--- src/rtl/btn_digit_pkg.sv ---
package btn_digit_pkg;

   localparam int BCD_W = 4;
   typedef logic [BCD_W-1:0] bcd_t;
   localparam bcd_t BCD_TOP = bcd_t'(9);

   // Modulo-ten successor; anything out of range restarts at zero.
   function automatic bcd_t bcd_next(input bcd_t cur);
      if (cur >= BCD_TOP) return bcd_t'(0);
      return cur + bcd_t'(1);
   endfunction

endpackage

--- src/rtl/btn_sync.sv ---
module btn_sync #(
   parameter int STAGES = 2
) (
   input  logic clk,
   input  logic rst,
   input  logic din,
   output logic dout
);
   generate
      if (STAGES < 2) begin : g_bad_depth
         $error("btn_sync: STAGES must be at least 2");
      end
   endgenerate

   logic [STAGES-1:0] chain_q;

   always_ff @(posedge clk or posedge rst) begin
      if (rst) chain_q <= '0;
      else     chain_q <= {chain_q[STAGES-2:0], din};
   end

   assign dout = chain_q[STAGES-1];

endmodule

--- src/rtl/btn_debounce.sv ---
module btn_debounce #(
   parameter int CYCLES = 1_000_000
) (
   input  logic clk,
   input  logic rst,
   input  logic sync_in,
   output logic level
);
   generate
      if (CYCLES < 0) begin : g_bad_window
         $error("btn_debounce: CYCLES must not be negative");
      end

      if (CYCLES == 0) begin : g_bypass
         assign level = sync_in;
      end else begin : g_filter
         localparam int CW = $clog2(CYCLES + 1);
         localparam logic [CW-1:0] LAST = CW'(CYCLES - 1);

         logic [CW-1:0] cnt_q;
         logic          lvl_q;

         always_ff @(posedge clk or posedge rst) begin
            if (rst) begin
               cnt_q <= '0;
               lvl_q <= 1'b0;
            end else if (sync_in == lvl_q) begin
               cnt_q <= '0;
            end else if (cnt_q == LAST) begin
               lvl_q <= sync_in;
               cnt_q <= '0;
            end else begin
               cnt_q <= cnt_q + CW'(1);
            end
         end

         assign level = lvl_q;

         // The accepted level may only move at the end of a full window.
         p_window_gate_r2: assert property (@(posedge clk) disable iff (rst)
            (cnt_q != LAST) |=> $stable(lvl_q));

         p_count_bound_r2: assert property (@(posedge clk) disable iff (rst)
            cnt_q <= LAST);
      end
   endgenerate

endmodule

--- src/rtl/btn_rise.sv ---
module btn_rise (
   input  logic clk,
   input  logic rst,
   input  logic level,
   output logic pulse
);
   logic prev_q;

   always_ff @(posedge clk or posedge rst) begin
      if (rst) prev_q <= 1'b0;
      else     prev_q <= level;
   end

   assign pulse = level & ~prev_q;

   p_single_cycle_r4: assert property (@(posedge clk) disable iff (rst)
      pulse |=> !pulse);

endmodule

--- src/rtl/bcd_step_digit.sv ---
module bcd_step_digit
   import btn_digit_pkg::*;
(
   input  logic clk,
   input  logic rst,
   input  logic step,
   input  logic freeze,
   input  logic tick,
   output bcd_t value
);
   bcd_t val_q;

   always_ff @(posedge clk or posedge rst) begin
      if (rst)                    val_q <= '0;
      else if (step)              val_q <= bcd_next(val_q);
      else if (tick && !freeze)   val_q <= bcd_next(val_q);
   end

   assign value = val_q;

   p_in_range_r11: assert property (@(posedge clk) disable iff (rst)
      val_q <= BCD_TOP);

   p_step_adds_one_r5: assert property (@(posedge clk) disable iff (rst)
      (step && val_q < BCD_TOP) |=> (val_q == $past(val_q) + bcd_t'(1)));

   p_wrap_r6: assert property (@(posedge clk) disable iff (rst)
      (step && val_q == BCD_TOP) |=> (val_q == '0));

   p_freeze_r7: assert property (@(posedge clk) disable iff (rst)
      (freeze && !step) |=> $stable(val_q));

   p_tick_free_r8: assert property (@(posedge clk) disable iff (rst)
      (tick && !freeze && !step && val_q < BCD_TOP) |=> (val_q == $past(val_q) + bcd_t'(1)));

   p_idle_r5: assert property (@(posedge clk) disable iff (rst)
      (!step && !tick) |=> $stable(val_q));

endmodule

--- src/rtl/btn_digit_step.sv ---
module btn_digit_step
   import btn_digit_pkg::*;
#(
   parameter int SYNC_STAGES     = 2,
   parameter int DEBOUNCE_CYCLES = 1_000_000
) (
   input  logic       clk,
   input  logic       rst,
   input  logic       btn_raw,
   input  logic       tick,
   output logic [3:0] digit,
   output logic       step_pulse,
   output logic       hold
);
   logic btn_sync_w;
   logic btn_level_w;
   logic rise_w;
   bcd_t digit_w;

   btn_sync #(.STAGES(SYNC_STAGES)) u_sync (
      .clk  (clk),
      .rst  (rst),
      .din  (btn_raw),
      .dout (btn_sync_w)
   );

   btn_debounce #(.CYCLES(DEBOUNCE_CYCLES)) u_filter (
      .clk     (clk),
      .rst     (rst),
      .sync_in (btn_sync_w),
      .level   (btn_level_w)
   );

   btn_rise u_edge (
      .clk   (clk),
      .rst   (rst),
      .level (btn_level_w),
      .pulse (rise_w)
   );

   bcd_step_digit u_digit (
      .clk    (clk),
      .rst    (rst),
      .step   (rise_w),
      .freeze (btn_level_w),
      .tick   (tick),
      .value  (digit_w)
   );

   assign digit      = digit_w;
   assign step_pulse = rise_w;
   assign hold       = btn_level_w;

   p_pulse_in_hold_r4: assert property (@(posedge clk) disable iff (rst)
      step_pulse |-> hold);

   p_collision_once_r9: assert property (@(posedge clk) disable iff (rst)
      (step_pulse && tick && digit < 4'd9) |=> (digit == $past(digit) + 4'd1));

endmodule

--- config.mk ---
export PLATFORM = sky130hd
export DESIGN_NAME = btn_digit_step
export DESIGN_NICKNAME = d
export VERILOG_FILES = /design/src/rtl/btn_digit_pkg.sv /design/src/rtl/btn_sync.sv /design/src/rtl/btn_debounce.sv /design/src/rtl/btn_rise.sv /design/src/rtl/bcd_step_digit.sv /design/src/rtl/btn_digit_step.sv
export SDC_FILE = /design/constraint.sdc
export NUM_CORES = 1
export LEC_CHECK = 0
export BUFFER_PORTS_ARGS = -buffer_cell sky130_fd_sc_hd__buf_2
export CORE_ASPECT_RATIO = 0.7
export CORE_MARGIN = 2
export CORE_UTILIZATION = 58
export CTS_CLUSTER_DIAMETER = 60
export DETAILED_ROUTE_END_ITERATION = 16
export MAX_ROUTING_LAYER = met4
export PLACE_DENSITY = 0.77
export REMOVE_ABC_BUFFERS = 1
export SYNTH_ARGS = -nofsm -noshare
export SYNTH_HDL_FRONTEND = slang
export SYNTH_SLANG_ARGS = --single-unit
--- constraint.sdc ---
create_clock -name clk -period 2.5 [get_ports clk]
set_input_delay 0.5 -clock clk [delete_from_list [all_inputs] [get_ports clk]]
set_output_delay 0.5 -clock clk [all_outputs]
set_load 0.1 [all_outputs]
==> flow_summary.yaml <==
outcome:
  status: "finished, final reports clean"
worst_setup_path:
  required_ps: 2000
  cpPeakStageDelay_ps: 470
  crit-reg2reg-capture: "u_filter.level$_DFFE_PP0P_"
  path_buf_inv: 1
  worst-path-max-fanout: 6
  crit_family: "flip-flops"
  cp.depth: 2
  end_kind: "output pin"
  reg2regPathDepth: 3
  crit_path_top_delay_cell: "dfrtp_1"
  crit_path_start_kind: "flop"
  worstSetupPathType: "reg -> out"
  r2r_slack_ps: 630
  arrival_ps: 1480
  crit_start: "u_filter.level$_DFFE_PP0P_"
  crit_path_end: "step_pulse"
  path_cells: "nor2b_1 > buf_2"
  r2r_start: "u_filter.g_filter.cnt_q[15]$_DFF_PP0_"
clock_network:
  cts_tree: "yes"
  clk_pin_slew_ps: 140
  h-tree-depth: 1
  post_cts_buffers: 0
  cts-root-buf: "clkbuf_4"
  clk_path_buf_depth: 2
  cts_resized: 0
  clkLatencyLatePin_ps: 330
  cts_sinks: 28
  numCtsBuffers: 3
  ctsHoldBuffers: 0
place:
  finalWeightedCongestion: 0.8278
  place.detailed.hpwl_um: 1813
  pre_cts_ws_ps: 638.4
  placed_cells_incl_taps: 177
  placedInstanceArea_mm2: 0.001490
  portBuffers: 9
timing:
  fin_worst_skew_ps: 10.63
  post-route-period-util_pct: 79.08
  setup_viol: 0
  tightest_slew_ps: 484.7
  whs_ps: 202.0
  max_freq_mhz: 505.8
  setup_ws_ps: 523.0
  fin_crit_ps: 1977
  drv_slew: 0
  rsz0062_at_grt: "no"
  slew_headroom_pct: 67.91
  final-hold-violation-count: 0
logic_synthesis:
  ys_warn_count: 0
  ys_seq_area_share_pct: 49.82
  async_flop_share_pct: 100.0
  synth_edf_count: 0
  post-synth-top-area-cell: "dfrtp_1"
  ys.flop_type: "dfrtp_1"
  synthTopCellsByArea: "dfrtp_1 50%, nor2_1 5.6%, xnor2_1 5.6%, xor2_1 4.4%, ha_1 3.6%"
  syn_inst: 136
  ys_ff_latch: 28
  netlist_area_mm2: 0.001406
  synth.distinct_cells: 32
  yosysTopAreaCellShare_pct: 49.82
  synth_area_per_cell_um2: 10.34
flow_run:
  drv_cap: 0
grt:
  grt.overflow.total: 0
  grt_pass1_wl_um: 4278
  grt_pass1_vias: 911
  grt_max_degree: 29
  antenna_found_initial: 0
  grt_use_total_pct: 20.62
route:
  drt-vias-per-instance: 5.845
  drc: 0
  drt-wirelength-per-cell_um: 13.62
  vias: 1058
  ant_nets: 0
  drt_first_pass_iters: 4
  wl_um: 2465
  drtIter0Drc: 108
final_layout:
  diodes: 0
  fillers: 179
  final_area_mm2: 0.001526
  fin_nets: 158
  drive_above_1_share_pct: 13.42
  finalNonFillerCells: 181
  area_delta_synth_final_pct: 8.541
floorplan:
  die_x_um: 62.86
  die-area_mm2: 0.002841
  fp-row-count: 14
  io_pins: 10
  coreArea_mm2: 0.002225
  dieHeight_um: 45.20
  start_util_pct: 63.22
pwr:
  ir_drop_mv: 0.3855
  power.density_mw_per_mm2: 710.8
  p_leak_nw: 0.6798
min_path:
  hold_class: "in -> async"
==> synthesized netlist by cell type, types with 2 or more instances <==
master	number
inv_1	9
nor4_1	4
dfrtp_1	28
and4_1	2
nand4_1	6
nand3_1	8
xor2_1	7
o21ai_0	4
a21oi_1	5
nor4b_1	2
nand4b_1	2
nor3_1	3
a21o_1	2
ha_1	4
nand2_1	4
and3_1	2
nor2_1	21
xnor2_1	9
==> routing by layer <==
metal	track usage, %	wire length, um	vias to the layer above
met5	-	0	-
met4	4.444	18	0
met3	5.736	153	5
met2	29.68	1052	32
met1	29.38	1241	514
li1	-	-	507
==> area by class of cell <==
cell class              count  area, um^2  area share (%)
repair buffers             11       60.06           3.934
well taps                  32       40.04           2.623
inverters                   9       33.78           2.213
flip-flops and latches     28       700.7           45.90
multi-input cells          97       655.6           42.95
clock buffers               4       36.28           2.377
==> where the power goes <==
part	internal, mW	switching (mW)
Combinational	0.0695	0.276
Clock	0.0891	0.124
Sequential	0.486	0.0406
Total	0.644	0.441
==> flip-flops by register name, indices dropped and copies added (netlist names) <==
name,count
u_digit.value,4
u_edge.prev_q,1
u_filter.g_filter.cnt_q,20
u_filter.level,1
u_sync.chain_q,2
==> worst register-to-register path, stage by stage (launching register included) <==
cell,delay (ps)
dfrtp_1,440
or4_4,570
nor4_1,380
mux2_2,380
==> logic make-up (layout without fill, tap and decap cells) <==
group                    Yosys count  count (layout)  share of synthesized area, %
multiplexers                       2               2                         1.512
AND/OR/NAND/NOR                   60              60                         23.67
AO/OA/AOI/OAI                     15              15                         7.918
XOR/XNOR                          16              16                         9.965
buffers and inverters             11              24                         3.558
adder cells (fa/ha/maj)            4               4                         3.559
flip-flops                        28              28                         49.82
==> worst min path at each step <==
stage	startpoint	end	slack, ps	cells past startpoint
6_report	rst	u_filter.g_filter.cnt_q[2]$_DFF_PP0_	200	3
5_1_grt	rst	u_digit.value[3]$_DFFE_PP0P_	220	3
4_1_cts	rst	u_filter.g_filter.cnt_q[14]$_DFF_PP0_	210	3
3_5_place_dp	u_sync.chain_q[0]$_DFF_PP0_	u_sync.chain_q[1]$_DFF_PP0_	340	0
3_3_place_gp	u_sync.chain_q[0]$_DFF_PP0_	u_sync.chain_q[1]$_DFF_PP0_	330	0
2_1_floorplan	u_sync.chain_q[0]$_DFF_PP0_	u_sync.chain_q[1]$_DFF_PP0_	330	0
==> stage by stage <==
step / setup TNS, ps / power (mW) / util [%]
after CTS: 0 / 1.098 / 68.62
after floorplan: -2678 / 0.8160 / -
final: 0 / 1.085 / 68.62
after global placement: 0 / 0.8703 / 66.99
after detailed placement: 0 / 0.8819 / 66.99
after global routing: 0 / 1.144 / 68.62
==> layout by cell type, fill, tap and decap left out, drive strengths merged <==
cell and instances:
xor2 7, o41ai 1, a41oi 1, or4 2, and4 2, a21oi 5, inv 9, nor2 21
ha 4, nand3 8, nor2b 1, nor4 5, mux2i 1, a21o 2, and3 2, nand2 4
nand4 7, buf 11, mux2 1, xnor2 9, o31a 1, nand4b 2, o22ai 1, o21ai 4
dfrtp 28, or3 1, clkbuf 4, nor3 3, nor4b 2
No activity file was read; power rests on OpenSTA's default activity.
